### src/rtl/mesh_router_pkg.sv
package mesh_router_pkg;

   localparam int NUM_PORTS = 5;
   localparam int CRC_W     = 16;
   localparam int KIND_W    = 2;

   localparam int PORT_LOCAL = 0;
   localparam int PORT_N     = 1;
   localparam int PORT_E     = 2;
   localparam int PORT_S     = 3;
   localparam int PORT_W     = 4;

   typedef enum logic [KIND_W-1:0] {
      FK_BODY = 2'b00,
      FK_HEAD = 2'b01,
      FK_TAIL = 2'b10,
      FK_RSVD = 2'b11
   } flit_kind_e;

   // One CRC word step, MSB first, over a 16-bit chunk.
   function automatic logic [CRC_W-1:0] crc_chunk(
      input logic [CRC_W-1:0] seed,
      input logic [CRC_W-1:0] chunk,
      input logic [CRC_W-1:0] poly);
      logic [CRC_W-1:0] acc;
      logic             fb;
      acc = seed;
      for (int b = CRC_W - 1; b >= 0; b--) begin
         fb  = acc[CRC_W-1] ^ chunk[b];
         acc = {acc[CRC_W-2:0], 1'b0};
         if (fb) acc = acc ^ poly;
      end
      return acc;
   endfunction

endpackage

### src/rtl/mr_route_calc.sv
module mr_route_calc
   import mesh_router_pkg::*;
#(
   parameter int FLIT_W = 18,
   parameter int OFF_W  = 4
)(
   input  logic [FLIT_W-1:0]    flit_i,
   output logic [NUM_PORTS-1:0] dest_oh_o,
   output logic [FLIT_W-1:0]    flit_o
);
   localparam int X_LO = OFF_W;
   localparam int X_HI = 2 * OFF_W - 1;
   localparam int Y_HI = OFF_W - 1;

   logic [OFF_W-1:0] x_cur, y_cur;
   logic             x_pos, x_neg, y_pos, y_neg;
   flit_kind_e       kind;

   assign kind  = flit_kind_e'(flit_i[FLIT_W-1 -: KIND_W]);
   assign x_cur = flit_i[X_HI:X_LO];
   assign y_cur = flit_i[Y_HI:0];
   assign x_neg = x_cur[OFF_W-1];
   assign x_pos = !x_cur[OFF_W-1] && (x_cur != '0);
   assign y_neg = y_cur[OFF_W-1];
   assign y_pos = !y_cur[OFF_W-1] && (y_cur != '0);

   always_comb begin
      dest_oh_o = '0;
      flit_o    = flit_i;
      if (x_pos) begin
         dest_oh_o[PORT_E]  = 1'b1;
         flit_o[X_HI:X_LO]  = x_cur - OFF_W'(1);
      end else if (x_neg) begin
         dest_oh_o[PORT_W]  = 1'b1;
         flit_o[X_HI:X_LO]  = x_cur + OFF_W'(1);
      end else if (y_pos) begin
         dest_oh_o[PORT_N]  = 1'b1;
         flit_o[Y_HI:0]     = y_cur - OFF_W'(1);
      end else if (y_neg) begin
         dest_oh_o[PORT_S]  = 1'b1;
         flit_o[Y_HI:0]     = y_cur + OFF_W'(1);
      end else begin
         dest_oh_o[PORT_LOCAL] = 1'b1;
      end
      if (kind != FK_HEAD) flit_o = flit_i;
   end
endmodule

### src/rtl/mr_rr_arbiter.sv
module mr_rr_arbiter #(
   parameter int N = 5,
   localparam int IDX_W = (N > 1) ? $clog2(N) : 1
)(
   input  logic             clk,
   input  logic             rst_n,
   input  logic [N-1:0]     req_i,
   input  logic             adv_i,
   output logic [N-1:0]     gnt_o,
   output logic [IDX_W-1:0] gnt_idx_o
);
   logic [IDX_W-1:0] ptr_q;
   logic             found;

   always_comb begin
      gnt_o     = '0;
      gnt_idx_o = '0;
      found     = 1'b0;
      for (int k = 0; k < N; k++) begin
         int idx;
         idx = int'(ptr_q) + k;
         if (idx >= N) idx = idx - N;
         if (!found && req_i[idx]) begin
            found      = 1'b1;
            gnt_o[idx] = 1'b1;
            gnt_idx_o  = IDX_W'(idx);
         end
      end
   end

   always_ff @(posedge clk) begin
      if (!rst_n) begin
         ptr_q <= '0;
      end else if (adv_i && found) begin
         if (gnt_idx_o == IDX_W'(N - 1)) ptr_q <= '0;
         else                            ptr_q <= gnt_idx_o + IDX_W'(1);
      end
   end
endmodule

### src/rtl/mr_out_port.sv
module mr_out_port
   import mesh_router_pkg::*;
#(
   parameter int              NUM_IN   = 5,
   parameter int              FLIT_W   = 18,
   parameter logic [CRC_W-1:0] CRC_POLY = 16'h1021,
   parameter logic [CRC_W-1:0] CRC_SEED = 16'hFFFF,
   localparam int IDX_W = (NUM_IN > 1) ? $clog2(NUM_IN) : 1
)(
   input  logic                          clk,
   input  logic                          rst_n,
   input  logic [NUM_IN-1:0]             in_valid_i,
   input  logic [NUM_IN-1:0][FLIT_W-1:0] in_flit_i,
   input  logic [NUM_IN-1:0]             head_req_i,
   input  logic                          out_ready_i,
   output logic                          out_valid_o,
   output logic [FLIT_W-1:0]             out_flit_o,
   output logic [NUM_IN-1:0]             conn_o,
   output logic                          locked_o
);
   logic             lock_q;
   logic [IDX_W-1:0] owner_q;
   logic [CRC_W-1:0] crc_q;

   logic [NUM_IN-1:0] arb_req, arb_gnt;
   logic [IDX_W-1:0]  arb_idx, sel;
   logic [FLIT_W-1:0] raw;
   flit_kind_e        kind;
   logic              xfer;

   assign arb_req = lock_q ? '0 : head_req_i;

   mr_rr_arbiter #(.N(NUM_IN)) u_arb (
      .clk       (clk),
      .rst_n     (rst_n),
      .req_i     (arb_req),
      .adv_i     (out_ready_i),
      .gnt_o     (arb_gnt),
      .gnt_idx_o (arb_idx)
   );

   always_comb begin
      if (lock_q) begin
         sel         = owner_q;
         conn_o      = '0;
         conn_o[owner_q] = 1'b1;
         out_valid_o = in_valid_i[owner_q];
      end else begin
         sel         = arb_idx;
         conn_o      = arb_gnt;
         out_valid_o = |head_req_i;
      end
   end

   assign raw  = in_flit_i[sel];
   assign kind = flit_kind_e'(raw[FLIT_W-1 -: KIND_W]);
   assign xfer = out_valid_o && out_ready_i;

   always_comb begin
      out_flit_o = raw;
      if (kind == FK_TAIL) out_flit_o[CRC_W-1:0] = crc_q;
   end

   always_ff @(posedge clk) begin
      if (!rst_n) begin
         lock_q  <= 1'b0;
         owner_q <= '0;
         crc_q   <= CRC_SEED;
      end else if (xfer) begin
         if (!lock_q) begin
            lock_q  <= 1'b1;
            owner_q <= sel;
            crc_q   <= crc_chunk(CRC_SEED, raw[CRC_W-1:0], CRC_POLY);
         end else if (kind == FK_TAIL) begin
            lock_q  <= 1'b0;
            crc_q   <= CRC_SEED;
         end else begin
            crc_q   <= crc_chunk(crc_q, raw[CRC_W-1:0], CRC_POLY);
         end
      end
   end

   assign locked_o = lock_q;
endmodule

### src/rtl/mesh_router.sv
module mesh_router
   import mesh_router_pkg::*;
#(
   parameter int               DATA_W   = 16,
   parameter int               OFF_W    = 4,
   parameter logic [CRC_W-1:0] CRC_POLY = 16'h1021,
   parameter logic [CRC_W-1:0] CRC_SEED = 16'hFFFF,
   localparam int FLIT_W = DATA_W + KIND_W,
   localparam int NP     = NUM_PORTS
)(
   input  logic                      clk,
   input  logic                      rst_n,
   input  logic [NP-1:0]             in_valid,
   input  logic [NP-1:0][FLIT_W-1:0] in_flit,
   output logic [NP-1:0]             in_ready,
   output logic [NP-1:0]             out_valid,
   output logic [NP-1:0][FLIT_W-1:0] out_flit,
   input  logic [NP-1:0]             out_ready
);
   if (DATA_W < CRC_W) begin : g_bad_data_w
      $error("mesh_router: DATA_W must hold the check word");
   end
   if (2 * OFF_W > CRC_W) begin : g_bad_off_w
      $error("mesh_router: offsets must fit in the hashed header bits");
   end
   if (OFF_W < 2) begin : g_bad_off_min
      $error("mesh_router: OFF_W must be at least 2");
   end

   logic [NP-1:0][NP-1:0]     dest_oh;   // [input][output]
   logic [NP-1:0][FLIT_W-1:0] fwd_flit;
   logic [NP-1:0][NP-1:0]     head_req;  // [output][input]
   logic [NP-1:0][NP-1:0]     conn;      // [output][input]
   logic [NP-1:0]             out_lock;

   for (genvar i = 0; i < NP; i++) begin : g_in
      mr_route_calc #(.FLIT_W(FLIT_W), .OFF_W(OFF_W)) u_route (
         .flit_i    (in_flit[i]),
         .dest_oh_o (dest_oh[i]),
         .flit_o    (fwd_flit[i])
      );
   end

   always_comb begin
      for (int o = 0; o < NP; o++) begin
         for (int i = 0; i < NP; i++) begin
            head_req[o][i] = in_valid[i] && dest_oh[i][o] &&
               (in_flit[i][FLIT_W-1 -: KIND_W] == FK_HEAD);
         end
      end
   end

   for (genvar o = 0; o < NP; o++) begin : g_out
      mr_out_port #(
         .NUM_IN   (NP),
         .FLIT_W   (FLIT_W),
         .CRC_POLY (CRC_POLY),
         .CRC_SEED (CRC_SEED)
      ) u_port (
         .clk         (clk),
         .rst_n       (rst_n),
         .in_valid_i  (in_valid),
         .in_flit_i   (fwd_flit),
         .head_req_i  (head_req[o]),
         .out_ready_i (out_ready[o]),
         .out_valid_o (out_valid[o]),
         .out_flit_o  (out_flit[o]),
         .conn_o      (conn[o]),
         .locked_o    (out_lock[o])
      );
   end

   always_comb begin
      for (int i = 0; i < NP; i++) begin
         in_ready[i] = 1'b0;
         for (int o = 0; o < NP; o++) begin
            in_ready[i] = in_ready[i] | (conn[o][i] & out_ready[o]);
         end
      end
   end
endmodule

### config.mk
export PLATFORM = sky130hd
export DESIGN_NAME = mesh_router
export DESIGN_NICKNAME = d
export VERILOG_FILES = /design/src/rtl/mesh_router_pkg.sv /design/src/rtl/mr_route_calc.sv /design/src/rtl/mr_rr_arbiter.sv /design/src/rtl/mr_out_port.sv /design/src/rtl/mesh_router.sv
export SDC_FILE = /design/constraint.sdc
export NUM_CORES = 1
export LEC_CHECK = 0
export CORE_MARGIN = 3
export CORE_UTILIZATION = 30
export DETAILED_ROUTE_END_ITERATION = 6
export DONT_BUFFER_PORTS = 1
export GPL_TIMING_DRIVEN = 0
export PLACE_DENSITY = 0.52
export SETUP_SLACK_MARGIN = 0.5
export SLEW_MARGIN = 20
export SYNTH_ARGS = -nofsm -noshare
export SYNTH_HDL_FRONTEND = slang
export SYNTH_HIERARCHICAL = 1
export SYNTH_SLANG_ARGS = --single-unit
### constraint.sdc
create_clock -name clk -period 6.2 [get_ports clk]
set_input_delay 0.31 -clock clk [delete_from_list [all_inputs] [get_ports clk]]
set_output_delay 0.31 -clock clk [all_outputs]
set_load 0.02 [all_outputs]
* Yosys cells after proc, flatten, opt, wreduce, memory -nomap -nowiden *
Index checks and enable logic that the tools add are counted.

operators by class
  reduce and logical (&&, ||, !) cells = 170
  order comparisons = 90
  $add $sub $neg = 70
  equal/unequal tests = 20
  bitwise gates (word level) = 380
  mux-type cells = 1080

operators by type and width
  operator             count
  $mux 16              540
  $mux 13              160
  $ge 32x1->1 const B  25
  $lt 32x5->1 const B  25
  $mux 32              25
  $not 3->3            155
  $bmux 18 s3          5
  $mux 5               35
  $mux 1               165
  $xor 1x1->1          155
  $logic_and 1x1->1    120
  $mux 4               30
  $mux 3               35
  $or 5x5->5           20
  $sub 4x3->5 const B  20
  $bmux 1 s3           30
  $demux 1 s3          30
  $mux 18              5
  $ge 4x3->1 const B   20
  $add 3x2->4 const B  10
  $add 4x1->4 const B  10
  $lt 3x4->1 const B   10
  $mux 8               5
  $reduce_bool 4->1    10
  other kinds (18)     165

storage, ports and cells
  output and inout port bits = 100
  register bits = 115
  input bits = 102
  word-level logic and storage cells = 1830

* Depth between registers and ports, before layout *
  word-level depth = 121
  gate-level depth with buffers = 28
  mapped depth without buffers = 24

* Modules after synthesis *
Netlist, hierarchy kept.

modules (own cells, without submodules)
  module                                      area an instance (µm²)  seq. area each (µm²)  cells each  instances
  mr_out_port                                 3380.7                  400.4                 405         5
  mr_rr_arbiter at g_out[0].u_port.u_arb ...  1694.1                  60.1                  245         4
  mr_route_calc                               471.7                   0.0                   66          5
  mr_rr_arbiter at g_out[4].u_port.u_arb      1788.0                  60.1                  257         1
  mesh_router                                 306.5                   0.0                   45          1

* Worst setup path after synthesis *
No wires, ideal clock.

  path kind = register to register
  from = reg g_out[0].u_port.u_arb.ptr_q[2]
  to = reg g_out[0].u_port.crc_q[7]
  arrival time = 5968 ps
  clock period less this slack = 6105 ps
  cell stages (with the launch flop) = 24
  data required time = 6063 ps
  slack = 95 ps
  setup time = 137 ps
  buffers on the path = 4
  cells stage by stage = dfxtp_1 buf_4 clkbuf_1 inv_1 ha_1 a211oi_1 mux2i_1 mux2i_1 o221ai_1 or3b_4 nor2_1 a21oi_1 o21ai_0 buf_2 nor2_1 o32a_1 o311a_1 buf_6 xor2_4 xnor2_2 xnor3_1 xor2_1 o221ai_1 nand3_1

on the way
  longest elaborated chain between the ends = 97
  elaborated cells on any way between the ends = 213
  classes of those cells = 9 x add/sub; 5 x order compare; 1 x eq/ne; 171 x mux; 19 x bitwise; 8 x reduce/logical

RTL lines
  item                                                  RTL line               RTL
  from (decl)                                           mr_rr_arbiter.sv:12    logic [IDX_W-1:0] ptr_q;
  from (signal assigned)                                mr_rr_arbiter.sv:36    else ptr_q <= gnt_idx_o + IDX_W'(1);
  branches (longest 17 deep; another with $sub 4x3->5)  n/a
  $mux 3 (*)                                            mr_rr_arbiter.sv:23    if (!found && req_i[idx]) begin
  net g_out[0].u_port.arb_idx[1]                        mr_out_port.sv:26      logic [IDX_W-1:0] arb_idx, sel;
  $mux 3 (*)                                            mr_out_port.sv:43      if (lock_q) begin
  $bmux 18 s3 (*)                                       mr_out_port.sv:55      assign raw = in_flit_i[sel];
  $mux 18 (implied by the code) (*)                     mr_out_port.sv:55
  $xor 1x1->1                                           mesh_router_pkg.sv:29  fb = acc[CRC_W-1] ^ chunk[b];
  $mux 13                                               mesh_router_pkg.sv:31  if (fb) acc = acc ^ poly;
  [... 66 more ...]                                     n/a
  $mux 13                                               mesh_router_pkg.sv:31
  $mux 16                                               mr_out_port.sv:74      end else if (kind == FK_TAIL) begin
  $mux 16                                               mr_out_port.sv:70      if (!lock_q) begin
  $mux 16                                               mr_out_port.sv:69      end else if (xfer) begin
  $mux 16                                               mr_out_port.sv:65      if (!rst_n) begin
  $mux 13                                               mesh_router_pkg.sv:31
  $mux 16                                               mr_out_port.sv:74
  $mux 16 (*)                                           mr_out_port.sv:70
  to (signal assigned)                                  mr_out_port.sv:73      crc_q <= crc_chunk(CRC_SEED, raw[CRC_W-1:0], CRC_POLY);
  to (signal assigned)                                  mr_out_port.sv:78      crc_q <= crc_chunk(crc_q, raw[CRC_W-1:0], CRC_POLY);
  to (decl)                                             mr_out_port.sv:23      logic [CRC_W-1:0] crc_q;

Mark *: on every way through the listed nets, which the timed path passes. The select of a mux whose other input is x is not followed.
A chain may end at the register's enable or synchronous reset.

* Final worst setup path *
  from = reg g_out[4].u_port.u_arb.ptr_q[0]
  to = reg g_out[4].u_port.crc_q[13]

on the way
  longest elaborated chain between the ends = 91
  elaborated cells on any way between the ends = 192
  classes of those cells = 9 x add/sub; 5 x order compare; 1 x eq/ne; 151 x mux; 18 x bitwise; 8 x reduce/logical

RTL lines
  item                                                  RTL line
  from (decl)                                           mr_rr_arbiter.sv:12
  from (signal assigned)                                mr_rr_arbiter.sv:36
  branches (longest 17 deep; another with $sub 4x3->5)  n/a
  $mux 3 (*)                                            mr_rr_arbiter.sv:23
  net g_out[4].u_port.arb_idx[0]                        mr_out_port.sv:26
  $mux 3 (*)                                            mr_out_port.sv:43
  $bmux 18 s3 (*)                                       mr_out_port.sv:55
  $mux 18 (implied by the code) (*)                     mr_out_port.sv:55
  $xor 1x1->1                                           mesh_router_pkg.sv:29
  $mux 13                                               mesh_router_pkg.sv:31
  [... 60 more ...]                                     n/a
  $not 3->3 (no source line)                            n/a
  $mux 13                                               mesh_router_pkg.sv:31
  $mux 16                                               mr_out_port.sv:74
  $mux 16                                               mr_out_port.sv:70
  $mux 16                                               mr_out_port.sv:69
  $mux 16                                               mr_out_port.sv:65
  $mux 16                                               mr_out_port.sv:74
  $mux 16 (*)                                           mr_out_port.sv:70
  to (signal assigned)                                  mr_out_port.sv:73
  to (signal assigned)                                  mr_out_port.sv:78
  to (decl)                                             mr_out_port.sv:23

Marked as above.

==> results list <==
* Syn_area_per_cell: 7.74 um^2
- Clock latency at the later pin of the worst-skew pair: 0.52 ns
- In the global route stage, met3 resource usage came out at 0.0752.
- Measured along the x axis, the die boundary spans 312 um.
* Share of synthesized area occupied by flip-flops and latches: 0.0818
* Number of top-level design ports: 202
- Clock tree from TritonCTS: yes
* Clock transition time at the flip-flop clock pins of the worst setup and hold paths: 0.07 ns
- The share of synthesized area in the top cell type comes to 0.0819.
- Global placer's final weighted congestion: 0.986
- Syn-to-layout area delta: 45.5%
- The initial utilization of the core area, before any placement, comes to 0.305.
* H-tree Lvls: 4
- For this run, asynchronously set or reset flops after synthesis account for 0.
- In the global route stage, met1 resource usage came out at 0.330.
- The detailed router placed 32458 vias in this run.
- Area enclosed by the die boundary: 97500 um^2
- Entering global routing, the biggest net connects 25 pins.
- Hold is met by 0.0375 ns.
- Setup repair after global routing could not meet its margin everywhere.
* Primary FF master, synth: sky130_fd_sc_hd__dfxtp_1
- Gr busiest metal: met2
- Grt met2 use: 0.404
* Clock root buffer master: sky130_fd_sc_hd__clkbuf_16
* Global-route wire length before repair: 193 mm
* Initial DRC Count: 3820
* Worst hold path type: in2reg
- STA puts the critical path data arrival time at 6.41 ns.
* Reg-to-reg slack, setup: 0.16 ns
- Across the run, the number of max-cap violations was 0.
- STA classifies the critical path endpoint as a flop.
- Input and output buffers added on the ports amount to 0.
- Data on the critical path is required at its endpoint by 6.56 ns.
* Distinct cell type count of the synthesized netlist: 105
- Counting every net in the synthesized netlist gives 3834.
* Share of layout cells above drive strength 1: 0.393
- Max Slew Vio Count: 0
* Leakage component of the power: 15.7 nW
- HPWL reported at the end of detailed placement: 99.9 mm
- At the pin with the least slew margin, the transition time is 1.25 ns.
- WS Path Type: reg2reg
* Failing checks: design-rule violations
- After detailed routing, the number of vias per cell comes to 5.96.
- Count of antenna-violating nets left after detailed routing: 0
- Cell taking the most area after synthesis: sky130_fd_sc_hd__xnor2_1
- The final layout contains 4380 nets.
- Post-detailed-route DRC marker count: 4
- The via count of the first global-routing pass is 29346.
* GR Overflow Total: 0
* Global routing usage summed across all routing layers: 0.258
- The Yosys step of the flow raised 6 warnings.
- Across the routed clock network, the largest skew measured is 0.0195 ns.
- Detailed-routing iteration count for the pre-antenna-repair pass: 7
* Crit path launch type: flop
- Total power per unit cell area: 698 nW/um^2
* Number of synthesized register bits: 115
- Number of clock buffers inserted by TritonCTS: 17
- The flow ran to the end, but the final reports show violations.
- Synth area leaders: sky130_fd_sc_hd__xnor2_1 (8.2%), sky130_fd_sc_hd__dfxtp_1 (8.2%), sky130_fd_sc_hd__nand2_1 (4.7%)
- Critical path fanouts, max: 6
* WL/cell: 25.3 um
- The design draws 28.6 mW.
* Antenna violations before repair: 9
- Final count of negative-setup-slack endpoints: 0
- Crit share post-route: 0.975
- Synthesis handed over a netlist of 3637 instances.
* CORE AREA: 92400 um^2
* Final Hold Violating Endpoints: 0
- In this run the tightest slew margin relative to its limit is 0.164.
* Die Height: 312 um
* EDFF count, synth: 0
- Post-Synthesis Cell Area: 28100 um^2
- Highest clock rate: 165 MHz
* CTS sink count: 115
* Maximum buffer depth of the clock tree: 2
- Final wirelength: 138 mm
- IR drop worst, VDD: 0.00195 V
- Number of placement rows: 111
- Post-layout minimum cycle time: 6.04 ns
-- Yosys cell counts, types with 26 or more instances --
cell                         n
sky130_fd_sc_hd__nand2_1   350
sky130_fd_sc_hd__xnor2_1   263
sky130_fd_sc_hd__nor2_1    256
sky130_fd_sc_hd__a21oi_1   230
sky130_fd_sc_hd__nand3_1   157
sky130_fd_sc_hd__inv_1     147
sky130_fd_sc_hd__o21ai_0   147
sky130_fd_sc_hd__nor2b_1   121
sky130_fd_sc_hd__clkbuf_1  118
sky130_fd_sc_hd__dfxtp_1   115
sky130_fd_sc_hd__mux2i_1   100
sky130_fd_sc_hd__ha_1       90
sky130_fd_sc_hd__o211ai_1   79
sky130_fd_sc_hd__xor2_1     67
sky130_fd_sc_hd__buf_4      66
sky130_fd_sc_hd__nand2b_1   63
sky130_fd_sc_hd__o221ai_1   61
sky130_fd_sc_hd__buf_2      58
sky130_fd_sc_hd__and2_1     57
sky130_fd_sc_hd__nor3_1     56
sky130_fd_sc_hd__o22ai_1    53
sky130_fd_sc_hd__mux4_2     50
sky130_fd_sc_hd__buf_6      47
sky130_fd_sc_hd__xnor2_2    45
sky130_fd_sc_hd__mux2_2     44
sky130_fd_sc_hd__a31oi_1    39
sky130_fd_sc_hd__a22oi_1    35
sky130_fd_sc_hd__xnor3_1    35
sky130_fd_sc_hd__nand4_1    31
sky130_fd_sc_hd__a211o_1    29
sky130_fd_sc_hd__a211oi_1   26
-- final timing paths --
check | startpoint | depth (start not counted) | endpoint
worst max-delay path | g_out[4].u_port/u_arb/ptr_q[0] | 25 | g_out[4].u_port/crc_q[13]
worst min-delay path | rst_n | 3 | g_out[4].u_port/u_arb/ptr_q[0]
worst max register to register | g_out[4].u_port/u_arb/ptr_q[0] | 25 | g_out[4].u_port/crc_q[13]
worst min register to register | g_out[2].u_port/crc_q[2] | 2 | g_out[2].u_port/crc_q[2]
-- per-layer routing --
| layer | share of wire | vias up | routed length, um |
|---|---|---|---|
| met5 | 0.00015 | - | 20 |
| met4 | 0.049 | 4 | 6740 |
| met3 | 0.11 | 370 | 14500 |
| met2 | 0.45 | 1731 | 61400 |
| met1 | 0.40 | 15811 | 55000 |
| li1 | - | 14542 | - |
-- registers in the layout (all words and copies together) (netlist names) --
name	cells
g_out.u_port/crc_q	80
g_out.u_port/owner_q	15
g_out.u_port/u_arb/ptr_q	15
g_out.u_port/locked_o	5
-- per-stage QoR --
stage	std cells	setup TNS, ns	worst slack, ns	area (um^2)	utilization
2_1_floorplan	3637	0	0.502	28300	-
3_3_place_gp	4880	-143.50	-1.32	29900	0.323
3_5_place_dp	4882	-139.24	-1.30	29900	0.324
4_1_cts	5199	0	0.326	36300	0.393
5_1_grt	5442	-0.0989	-0.0613	40900	0.443
6_report	5445	0	0.156	40900	0.443
-- worst max-delay path, stage by stage, from the launching register on --
cell and delay [ns]:
sky130_fd_sc_hd__dfxtp_4 0.36, sky130_fd_sc_hd__buf_6 0.09, sky130_fd_sc_hd__buf_8 0.09, sky130_fd_sc_hd__clkinvlp_4 0.13, sky130_fd_sc_hd__ha_4 0.19, sky130_fd_sc_hd__fa_1 0.53, sky130_fd_sc_hd__and3_1 0.17, sky130_fd_sc_hd__a211o_1 0.23
sky130_fd_sc_hd__a222oi_1 0.36, sky130_fd_sc_hd__buf_4 0.21, sky130_fd_sc_hd__a31oi_4 0.05, sky130_fd_sc_hd__nand3b_4 0.20, sky130_fd_sc_hd__nor3b_4 0.32, sky130_fd_sc_hd__a221oi_4 0.13, sky130_fd_sc_hd__inv_2 0.13, sky130_fd_sc_hd__buf_6 0.12
sky130_fd_sc_hd__mux2_4 0.16, sky130_fd_sc_hd__buf_12 0.13, sky130_fd_sc_hd__buf_12 0.11, sky130_fd_sc_hd__mux4_2 0.52, sky130_fd_sc_hd__a22oi_2 0.32, sky130_fd_sc_hd__xnor3_2 0.41, sky130_fd_sc_hd__xnor2_4 0.23, sky130_fd_sc_hd__or4_4 0.50
sky130_fd_sc_hd__o2111ai_2 0.09, sky130_fd_sc_hd__o21ai_1 0.09
-- where the power goes --
group	internal, mW	switching, mW
logic	13.3	13.1
clock network	0.758	0.444
registers	0.842	0.134
-- final cells by class --
type	count	area, um^2
Inverter	157	654
Fill cell	8791	51400
Clock buffer	21	450
Buffer	299	2700
Multi-Input combinational cell	3067	28300
Sequential cell	115	2360
Timing Repair Buffer	526	4670
Tap cell	1243	1560
Clock inverter	10	205
Antenna cell	7	17.5
-- layout by cell type (no fill, tap or decap), drive strengths merged, types with 79 or more instances in the layout --
cell    instances
nand2         360
nor2b         121
o211ai         79
dfxtp         115
buf           707
xnor2         308
a21oi         236
o21ai         157
clkbuf        138
ha             90
inv           143
mux2i         101
nand3         157
nor2          256
-- logic make-up (layout without fill, tap and decap cells) --
logic type,after synthesis,count (layout),synth area share
mux,195,195,0.0940
fa+ha+maj,95,95,0.0436
xor+xnor,420,420,0.166
flops,115,115,0.0818
other cells,0,7,0
simple gates,1282,1282,0.240
compound gates,1074,1075,0.290
buf+inv,456,1013,0.0850
-- repair_timing --
action | 4_1_cts | 5_1_grt
hold buffers | 1 | 0
resized for setup | 687 | 493
endpoints found under the hold margin | 20 | 0
setup buffers | 275 | 235
pin swaps | 151 | 326
endpoints found under the setup margin | 180 | 164
gates cloned | 10 | 4
Note: power is estimated with default switching activity, not from simulation.
